File: config.mk
export PLATFORM = sky130hd
export DESIGN_NAME = scan_motion_seq
export DESIGN_NICKNAME = d
export VERILOG_FILES = /design/src/rtl/smseq_pkg.sv /design/src/rtl/smseq_ctrl_regs.sv /design/src/rtl/smseq_line_counter.sv /design/src/rtl/smseq_fsm.sv /design/src/rtl/scan_motion_seq.sv
export SDC_FILE = /design/constraint.sdc
export NUM_CORES = 1
export LEC_CHECK = 0
export BUFFER_PORTS_ARGS = -buffer_cell sky130_fd_sc_hd__buf_2
export CAP_MARGIN = 20
export CORE_MARGIN = 10
export CORE_UTILIZATION = 35
export DETAILED_ROUTE_END_ITERATION = 7
export HOLD_SLACK_MARGIN = 0.06
export PLACE_DENSITY = 0.62
export SYNTH_ARGS = -nofsm -noshare
export SYNTH_HDL_FRONTEND = slang
export SYNTH_SLANG_ARGS = --single-unit
File: constraint.sdc
create_clock -name clk -period 2.3 [get_ports clk]
set_input_delay 0.345 -clock clk [delete_from_list [all_inputs] [get_ports clk]]
set_output_delay 0.345 -clock clk [all_outputs]
set_load 0.005 [all_outputs]
File: src/rtl/smseq_pkg.sv
package smseq_pkg;

    typedef enum logic [2:0] {
        ST_IDLE,
        ST_FEED_FWD,
        ST_FEED_REV,
        ST_PTR_CLR,
        ST_SCAN,
        ST_DRAIN,
        ST_PROG_FWD,
        ST_PROG_REV
    } seq_state_e;

    typedef enum logic [2:0] {
        K_IDLE,
        K_FWD,
        K_REV,
        K_SCAN,
        K_PFWD,
        K_PREV
    } op_kind_e;

    localparam logic [2:0] OP_IDLE     = 3'b000;
    localparam logic [2:0] OP_FEED_FWD = 3'b001;
    localparam logic [2:0] OP_FEED_REV = 3'b010;
    localparam logic [2:0] OP_SCAN     = 3'b011;
    localparam logic [2:0] OP_PROG_FWD = 3'b101;
    localparam logic [2:0] OP_PROG_REV = 3'b110;

    // Unused codes 100 and 111 fall into the idle kind.
    function automatic op_kind_e decode_op(input logic [2:0] code);
        op_kind_e k;
        case (code)
            OP_FEED_FWD: k = K_FWD;
            OP_FEED_REV: k = K_REV;
            OP_SCAN:     k = K_SCAN;
            OP_PROG_FWD: k = K_PFWD;
            OP_PROG_REV: k = K_PREV;
            default:     k = K_IDLE;
        endcase
        return k;
    endfunction

endpackage

File: src/rtl/smseq_ctrl_regs.sv
module smseq_ctrl_regs (
    input  logic clk,
    input  logic rst_n,
    input  logic reg_wr,
    input  logic reg_standby,
    input  logic reg_swreset,
    output logic cmd_strobe,
    output logic halt_now,
    output logic standby_q
);
    logic swrst_q;

    always_ff @(posedge clk or negedge rst_n) begin
        if (!rst_n) begin
            standby_q <= 1'b0;
            swrst_q   <= 1'b0;
        end else if (reg_wr) begin
            standby_q <= reg_standby;
            swrst_q   <= reg_swreset;
        end
    end

    // A code counts only on a plain write outside standby and reset hold.
    assign cmd_strobe = reg_wr && !reg_swreset && !reg_standby && !swrst_q && !standby_q;
    assign halt_now   = standby_q || swrst_q || (reg_wr && (reg_standby || reg_swreset));

    a_r10_standby_persists: assert property (@(posedge clk) disable iff (!rst_n)
        (standby_q && !reg_wr) |=> standby_q);

endmodule

File: src/rtl/smseq_line_counter.sv
module smseq_line_counter #(
    parameter int CNT_W = 16
) (
    input  logic             clk,
    input  logic             rst_n,
    input  logic             clr,
    input  logic             load,
    input  logic [CNT_W-1:0] load_val,
    input  logic             dec,
    output logic             last
);
    localparam logic [CNT_W-1:0] ONE = CNT_W'(1);

    logic [CNT_W-1:0] cnt_q;

    always_ff @(posedge clk or negedge rst_n) begin
        if (!rst_n)
            cnt_q <= '0;
        else if (clr)
            cnt_q <= '0;
        else if (load)
            cnt_q <= load_val;
        else if (dec && cnt_q != '0)
            cnt_q <= cnt_q - ONE;
    end

    assign last = (cnt_q == ONE);

    // the count never wraps below zero
    a_r6_no_wrap: assert property (@(posedge clk) disable iff (!rst_n)
        (cnt_q == '0 && !load) |=> cnt_q == '0);

endmodule

File: src/rtl/smseq_fsm.sv
module smseq_fsm
    import smseq_pkg::*;
#(
    parameter int STEP_W = 16
) (
    input  logic              clk,
    input  logic              rst_n,
    input  logic              halt_now,
    input  logic              cmd_strobe,
    input  logic [2:0]        cmd_code,
    input  logic              line_tick,
    input  logic              count_zero,
    input  logic              cnt_last,
    input  logic [STEP_W-1:0] feed_step,
    output logic              cnt_load,
    output logic              cnt_dec,
    output logic              step_en,
    output logic              step_dir,
    output logic [STEP_W-1:0] step_size,
    output logic              scan_active,
    output logic              ptr_reset,
    output logic              busy,
    output logic [2:0]        cmd_status
);
    seq_state_e state_q, state_d;
    op_kind_e   op;
    logic       stop_req;
    logic       in_prog;

    assign op       = decode_op(cmd_code);
    assign stop_req = cmd_strobe && (op == K_IDLE);
    assign in_prog  = (state_q == ST_PROG_FWD) || (state_q == ST_PROG_REV);
    assign cnt_load = !halt_now && (state_q == ST_IDLE) && cmd_strobe
                      && (op == K_PFWD || op == K_PREV) && !count_zero;
    assign cnt_dec  = line_tick && in_prog;

    always_ff @(posedge clk or negedge rst_n) begin
        if (!rst_n)
            state_q <= ST_IDLE;
        else
            state_q <= state_d;
    end

    always_comb begin
        state_d = state_q;
        if (halt_now) begin
            state_d = ST_IDLE;
        end else begin
            unique case (state_q)
                ST_IDLE: begin
                    if (cmd_strobe) begin
                        case (op)
                            K_FWD:   state_d = ST_FEED_FWD;
                            K_REV:   state_d = ST_FEED_REV;
                            K_SCAN:  state_d = ST_PTR_CLR;
                            K_PFWD:  state_d = count_zero ? ST_IDLE : ST_PROG_FWD;
                            K_PREV:  state_d = count_zero ? ST_IDLE : ST_PROG_REV;
                            default: state_d = ST_IDLE;
                        endcase
                    end
                end
                ST_FEED_FWD, ST_FEED_REV: begin
                    if (stop_req) state_d = ST_IDLE;
                end
                ST_PTR_CLR: begin
                    state_d = stop_req ? ST_DRAIN : ST_SCAN;
                end
                ST_SCAN: begin
                    if (stop_req) state_d = ST_DRAIN;
                end
                ST_DRAIN: begin
                    if (line_tick) state_d = ST_IDLE;
                end
                ST_PROG_FWD, ST_PROG_REV: begin
                    if (stop_req || (line_tick && cnt_last)) state_d = ST_IDLE;
                end
            endcase
        end
    end

    always_comb begin
        step_en     = 1'b0;
        step_dir    = 1'b0;
        step_size   = '0;
        scan_active = 1'b0;
        ptr_reset   = 1'b0;
        busy        = 1'b1;
        cmd_status  = OP_IDLE;
        unique case (state_q)
            ST_IDLE: busy = 1'b0;
            ST_FEED_FWD: begin
                step_en = 1'b1; step_size = feed_step; cmd_status = OP_FEED_FWD;
            end
            ST_FEED_REV: begin
                step_en = 1'b1; step_dir = 1'b1; step_size = feed_step; cmd_status = OP_FEED_REV;
            end
            ST_PTR_CLR: begin
                ptr_reset = 1'b1; cmd_status = OP_SCAN;
            end
            ST_SCAN: begin
                step_en = 1'b1; scan_active = 1'b1; cmd_status = OP_SCAN;
            end
            ST_DRAIN: begin
                step_en = 1'b1; scan_active = 1'b1;
            end
            ST_PROG_FWD: begin
                step_en = 1'b1; step_size = feed_step; cmd_status = OP_PROG_FWD;
            end
            ST_PROG_REV: begin
                step_en = 1'b1; step_dir = 1'b1; step_size = feed_step; cmd_status = OP_PROG_REV;
            end
        endcase
    end

    a_r4_ptr_pulse: assert property (@(posedge clk) disable iff (!rst_n)
        (ptr_reset && !halt_now) |=> (!ptr_reset && scan_active));

    a_r5_drain_holds: assert property (@(posedge clk) disable iff (!rst_n)
        (state_q == ST_DRAIN && !line_tick && !halt_now) |=> state_q == ST_DRAIN);

    a_r7_no_switch: assert property (@(posedge clk) disable iff (!rst_n)
        (state_q == ST_FEED_FWD) |=> (state_q == ST_FEED_FWD || state_q == ST_IDLE));

    a_r6_prog_holds: assert property (@(posedge clk) disable iff (!rst_n)
        (state_q == ST_PROG_FWD && !halt_now && !cmd_strobe && !line_tick)
        |=> state_q == ST_PROG_FWD);

endmodule

File: src/rtl/scan_motion_seq.sv
module scan_motion_seq #(
    parameter int CNT_W  = 16,
    parameter int STEP_W = 16
) (
    input  logic              clk,
    input  logic              rst_n,
    input  logic              reg_wr,
    input  logic [2:0]        reg_cmd,
    input  logic              reg_standby,
    input  logic              reg_swreset,
    input  logic [CNT_W-1:0]  line_count,
    input  logic [STEP_W-1:0] feed_step,
    input  logic              line_tick,
    output logic              step_en,
    output logic              step_dir,
    output logic [STEP_W-1:0] step_size,
    output logic              scan_active,
    output logic              ptr_reset,
    output logic              busy,
    output logic [2:0]        cmd_status,
    output logic              sensor_clk_en
);
    logic cmd_strobe, halt_now, standby_q;
    logic cnt_load, cnt_dec, cnt_last;

    smseq_ctrl_regs u_regs (
        .clk         (clk),
        .rst_n       (rst_n),
        .reg_wr      (reg_wr),
        .reg_standby (reg_standby),
        .reg_swreset (reg_swreset),
        .cmd_strobe  (cmd_strobe),
        .halt_now    (halt_now),
        .standby_q   (standby_q)
    );

    smseq_line_counter #(.CNT_W(CNT_W)) u_cnt (
        .clk      (clk),
        .rst_n    (rst_n),
        .clr      (halt_now),
        .load     (cnt_load),
        .load_val (line_count),
        .dec      (cnt_dec),
        .last     (cnt_last)
    );

    smseq_fsm #(.STEP_W(STEP_W)) u_fsm (
        .clk         (clk),
        .rst_n       (rst_n),
        .halt_now    (halt_now),
        .cmd_strobe  (cmd_strobe),
        .cmd_code    (reg_cmd),
        .line_tick   (line_tick),
        .count_zero  (line_count == '0),
        .cnt_last    (cnt_last),
        .feed_step   (feed_step),
        .cnt_load    (cnt_load),
        .cnt_dec     (cnt_dec),
        .step_en     (step_en),
        .step_dir    (step_dir),
        .step_size   (step_size),
        .scan_active (scan_active),
        .ptr_reset   (ptr_reset),
        .busy        (busy),
        .cmd_status  (cmd_status)
    );

    assign sensor_clk_en = !standby_q;

    a_r10_standby_quiet: assert property (@(posedge clk) disable iff (!rst_n)
        standby_q |-> (!step_en && !scan_active && !busy));

endmodule

==> After elaboration in Yosys (flattened, before gate mapping) <==
Cells that the tools add are included.
{ "word_totals": {"register_bits": 21, "inputBits": 41, "elab_cells": 88} }
{ "classes": {"n_addsub": 1, "n_eq_ne": 23, "muxes": 22, "n_reduce_logical": 38} }
{ "op_table": {"columns": ["operator", "count"], "rows": [
  ["16-bit two-way mux", 4],
  ["3-bit one-hot mux with 5 select lines", 3],
  ["3-bit equality test, second input constant", 8],
  ["3-bit two-way mux", 8],
  ["3-bit by 2-bit equality test with 1-bit output, second input constant", 6],
  ["3-bit one-hot mux with 6 select lines", 1],
  ["16-bit by 1-bit equality test with 1-bit output, second input constant", 1],
  ["16-bit logical NOT", 1],
  ["16-bit nonzero test", 1],
  ["16-bit by 1-bit subtractor with 16-bit output, second input constant", 1],
  ["1-bit logical AND", 13],
  ["3-bit by 1-bit inequality test with 1-bit output, second input constant", 4],
  ["2-bit OR reduction", 5],
  ["3-bit by 1-bit equality test with 1-bit output, second input constant", 3],
  ["1-bit logical NOT", 6],
  ["3-bit logical NOT", 2],
  ["1-bit logical OR", 6],
  ["1-bit two-way mux", 6],
  ["6-bit OR reduction", 1],
  ["5-bit AND reduction", 1],
  ["4-bit OR reduction", 1],
  ["3-bit by 2-bit inequality test with 1-bit output, second input constant", 1],
  ["3-bit nonzero test", 1]
]} }

==> Depth between registers and ports, before layout <==
{ "logic_depth": {"depth_word": 10, "ltp_mapped": 8, "mapped_depth_nobuf": 7} }

==> Cells and area by module <==
Synthesis repeated with hierarchy kept, for this count alone.
{ "unflattened": {"cells_unflattened": 215, "area_unflattened_um2": 1775.5} }
{ "by_module_without_submodules": {"columns": ["module", "n_inst", "cells_each", "area_each_um2"], "rows": [
  ["smseq_line_counter", 1, 126, 1123.6],
  ["smseq_fsm", 1, 74, 518.0],
  ["smseq_ctrl_regs", 1, 9, 96.3],
  ["scan_motion_seq", 1, 6, 37.5]
]} }

==> Least setup slack after synthesis <==
Ideal clock, no wire load.
{ "synth_path": {"kind": "register -> register", "from": "register u_cnt.cnt_q[13]", "to": "register u_cnt.cnt_q[1]", "setup_time_ns": 0.073, "arrival_time_ns": 2.063, "t_required_ns": 2.227, "path_slack_ns": 0.164, "path_stages_with_launch": 7, "path_buffers": 1, "period_less_slack_ns": 2.136, "path_cell_list": "dfrtp_1 -> or4_4 -> buf_6 -> nor4b_4 -> a21oi_2 -> mux2_4 -> a21oi_2"} }
{ "synth_via": {"elab_chain_len": 3} }
{ "synth_rtl": {"columns": ["element", "line", "text"], "rows": [
  ["start, declared", "smseq_line_counter.sv:14", "logic [CNT_W-1:0] cnt_q;"],
  ["start signal, assigned", "smseq_line_counter.sv:22", "cnt_q <= load_val;"],
  ["start signal, assigned", "smseq_line_counter.sv:24", "cnt_q <= cnt_q - ONE;"],
  ["16-bit nonzero test", "smseq_line_counter.sv:23", "else if (dec && cnt_q != '0)"],
  ["1-bit logical AND", "smseq_line_counter.sv:23", null],
  ["3-bit nonzero test (no source line)", null, null]
]} }
No other way between the ends.
A chain may end at the register's enable or synchronous reset.

==> Final worst setup path <==
{ "layout_path": {"from": "register u_cnt.cnt_q[13]", "to": "register u_cnt.cnt_q[10]"} }
The elaborated chain is that of the path after synthesis.

==> impl_metrics.json <==
{
  "syn_inst": 198,
  "slew-limit-headroom_pct": 53.34,
  "drive_gt1_share_pct": 35.16,
  "synth-edff-count": 0,
  "synthFlopType": "dfrtp_1",
  "yosysWarnings": 0,
  "layout_min_cycle_time_ns": 2.080,
  "cellPowerDensity_mw_per_mm2": 384.2,
  "tightestPinTransition_ns": 0.6964,
  "insertion_delay_ns": 0.27,
  "htreeDepth": 1,
  "arrival_ns": 2.27,
  "cts_tree": "done",
  "max_cap_violations": 0,
  "hold_viol_final": 0,
  "grtUsageTotal_pct": 12.82,
  "die_area_mm2": 0.007926,
  "syn_area_per_cell_um2": 8.423,
  "synth.largest_area_cell": "dfrtp_1",
  "crit_type": "reg -> reg",
  "fillCellCount": 462,
  "syn_nets": 242,
  "status": "completed",
  "finalCritPeriodShare_pct": 90.42,
  "drtAntennaViolNets": 0,
  "rsz0062_at_grt": "false",
  "fin_setup_tns_ns": 0,
  "numCtsBuffers": 3,
  "place_hpwl_um": 4157,
  "ios": 66,
  "initial_utilization_pct": 35.79,
  "area_growth_pct": 31.66,
  "worst-path-max-fanout": 6,
  "yosysUniqueCellTypes": 45,
  "synth_top_area_share_pct": 31.51,
  "first_global_vias": 1688,
  "core_area_mm2": 0.004661,
  "chipHeight_um": 89.03,
  "ys_seq_elements": 21,
  "clkSinkCount": 21,
  "place_inst": 321,
  "root_buffer": "clkbuf_8",
  "wl_um": 5247,
  "vias": 1735,
  "port_buffers": 65,
  "leakage_nw": 1.043,
  "drc": 0,
  "die_width_um": 89.03,
  "dr.pass1.iters": 4,
  "clockBufferDepth": 2,
  "cp-end-kind": "flip-flop",
  "max_freq_ghz": 0.4809,
  "vias_per_cell": 5.306,
  "grt_max_degree": 22,
  "worst_ep_required_time_ns": 2.49,
  "finalMaxSlewViolations": 0,
  "wire_per_inst_um": 16.05,
  "gp_congestion": 0.8042,
  "netlist_area_mm2": 0.001668,
  "max-vdd-ir-drop_mv": 0.2183,
  "antenna_found_initial": 0,
  "instances_no_fill": 327,
  "drt_iter0_markers": 102,
  "setup_violations": 0,
  "startpoint_type": "flip-flop",
  "fin_nets": 318,
  "hold_path.class": "in -> reg",
  "row_count": 25,
  "synth-seq-area-share_pct": 31.51,
  "grt_pass1_wl_um": 8100,
  "num_antenna_cells": 0,
  "finalClockSkew_ns": 0.006331,
  "utilization_pct": 47.11,
  "synth_area_leaders": "dfrtp_1, nor2b_1, xnor2_1",
  "ys_async_sr_fraction_pct": 100.0,
  "grt.overflow.total": 0,
  "clk_pin_slew_ns": 0.09
}
==> where the power goes <==
| group | leakage [nW] | total (mW) | switching (mW) | internal (mW) |
|---|---|---|---|---|
| registers | 0.289 | 0.382 | 0.00659 | 0.376 |
| clock network | 0.0255 | 0.258 | 0.137 | 0.121 |
| logic | 0.728 | 0.203 | 0.110 | 0.0930 |
==> per-layer routing <==
metal / wire length [µm] / vias up / global-route usage [%] / part of all wire [%]
met2: 2683 / 35 / 22.01 / 51
met4: 64 / 0 / 4.624 / 1.2
li1: - / 871 / - / -
met3: 232 / 5 / 2.552 / 4.4
met5: 0 / - / 0 / 0
met1: 2265 / 824 / 15.46 / 43
==> flip-flops by register name, indices dropped and copies added, names as in the netlist <==
name and flops:
u_fsm.state_q 3, u_regs.standby_q 1, u_cnt.cnt_q 16, u_regs.swrst_q 1
==> kinds of logic (layout without fill, tap and decap cells) <==
logic type               after synthesis  after routing  share of synthesized area, %
AO/OA/AOI/OAI                         45             45                         18.00
XOR/XNOR                              13             13                         6.827
buffers and inverters                 18             93                         4.801
flip-flops                            21             21                         31.51
AND/OR/NAND/NOR                       94             94                         33.83
multiplexers                           4              4                         2.775
adder cells (fa/ha/maj)                3              3                         2.251
==> cells in the mapped netlist, types with 7 or more instances <==
cell     instances
dfrtp_1         21
nor2b_1         19
nand2_1         18
o21ai_0         14
xnor2_1         12
a21oi_1          9
inv_1            9
nor2_1           7
nor4_1           7
o31ai_1          7
==> through the flow <==
step | power [mW] | hold WS [ns] | setup WS, ns | area, µm²
4_1_cts | 0.8535 | 0.2802 | 0.05998 | 2188
6_report | 0.8436 | 0.2832 | 0.2204 | 2196
5_1_grt | 0.8914 | 0.2934 | 0.09416 | 2196
3_3_place_gp | 0.5902 | 0.3446 | 0.07364 | 2125
2_1_floorplan | 0.4857 | 0.04941 | 0.1636 | 1668
3_5_place_dp | 0.5916 | 0.3538 | 0.04452 | 2125
==> cells in the final DEF (no fill, tap or decap), drive strengths merged, types with 2 or more instances in the layout <==
master and count:
a211oi 2, a21oi 11, a31oi 2, and2 3
buf 79, clkbuf 3, dfrtp 21, ha 3
inv 9, mux2 2, mux2i 2, nand2 18
nand2b 2, nand3 6, nand4 4, nor2 7
nor2b 19, nor3 8, nor4 8, o211ai 3
o21ai 14, o22ai 2, o31ai 7, or2 2
or3 4, or4 7, xnor2 12
==> final cells by class <==
| class | count | area, µm² | area share (%) |
|---|---|---|---|
| Tap cell | 54 | 67.56 | 3.077 |
| Clock inverter | 1 | 5.005 | 0.2279 |
| Clock buffer | 3 | 41.29 | 1.880 |
| Sequential cell | 21 | 525.5 | 23.93 |
| Multi-Input combinational cell | 159 | 1070 | 48.72 |
| Timing Repair Buffer | 80 | 452.9 | 20.63 |
| Inverter | 9 | 33.78 | 1.538 |
==> critical path, cell delays in order (launching register included) <==
cell,delay [ns]
dfrtp_1,0.41
or4_4,0.59
nor4b_4,0.40
buf_4,0.21
nor4_1,0.07
xnor2_1,0.13
o31ai_1,0.19
==> what timing repair did <==
action / in CTS / in global routing
endpoints found under the setup margin: 16 / 0
buffers inserted: 0 / 0
gates resized for setup: 1 / 0
hold buffers: 1 / 0
hold endpoints to repair: 21 / 0
==> final timing paths <==
check	depth (start not counted)	to	start	slack, ns
worst max register to register	6	u_cnt.cnt_q[10]	u_cnt.cnt_q[13]	0.22
worst min register to register	1	u_regs.swrst_q	u_regs.swrst_q	0.55
min in group asynchronous	2	u_cnt.cnt_q[9]	rst_n	0.58
worst min-delay path	3	u_cnt.cnt_q[10]	line_count[10]	0.28
worst max-delay path	6	u_cnt.cnt_q[10]	u_cnt.cnt_q[13]	0.22
max in group asynchronous	2	u_cnt.cnt_q[2]	rst_n	1.37
(Power assumes the default switching activity.)
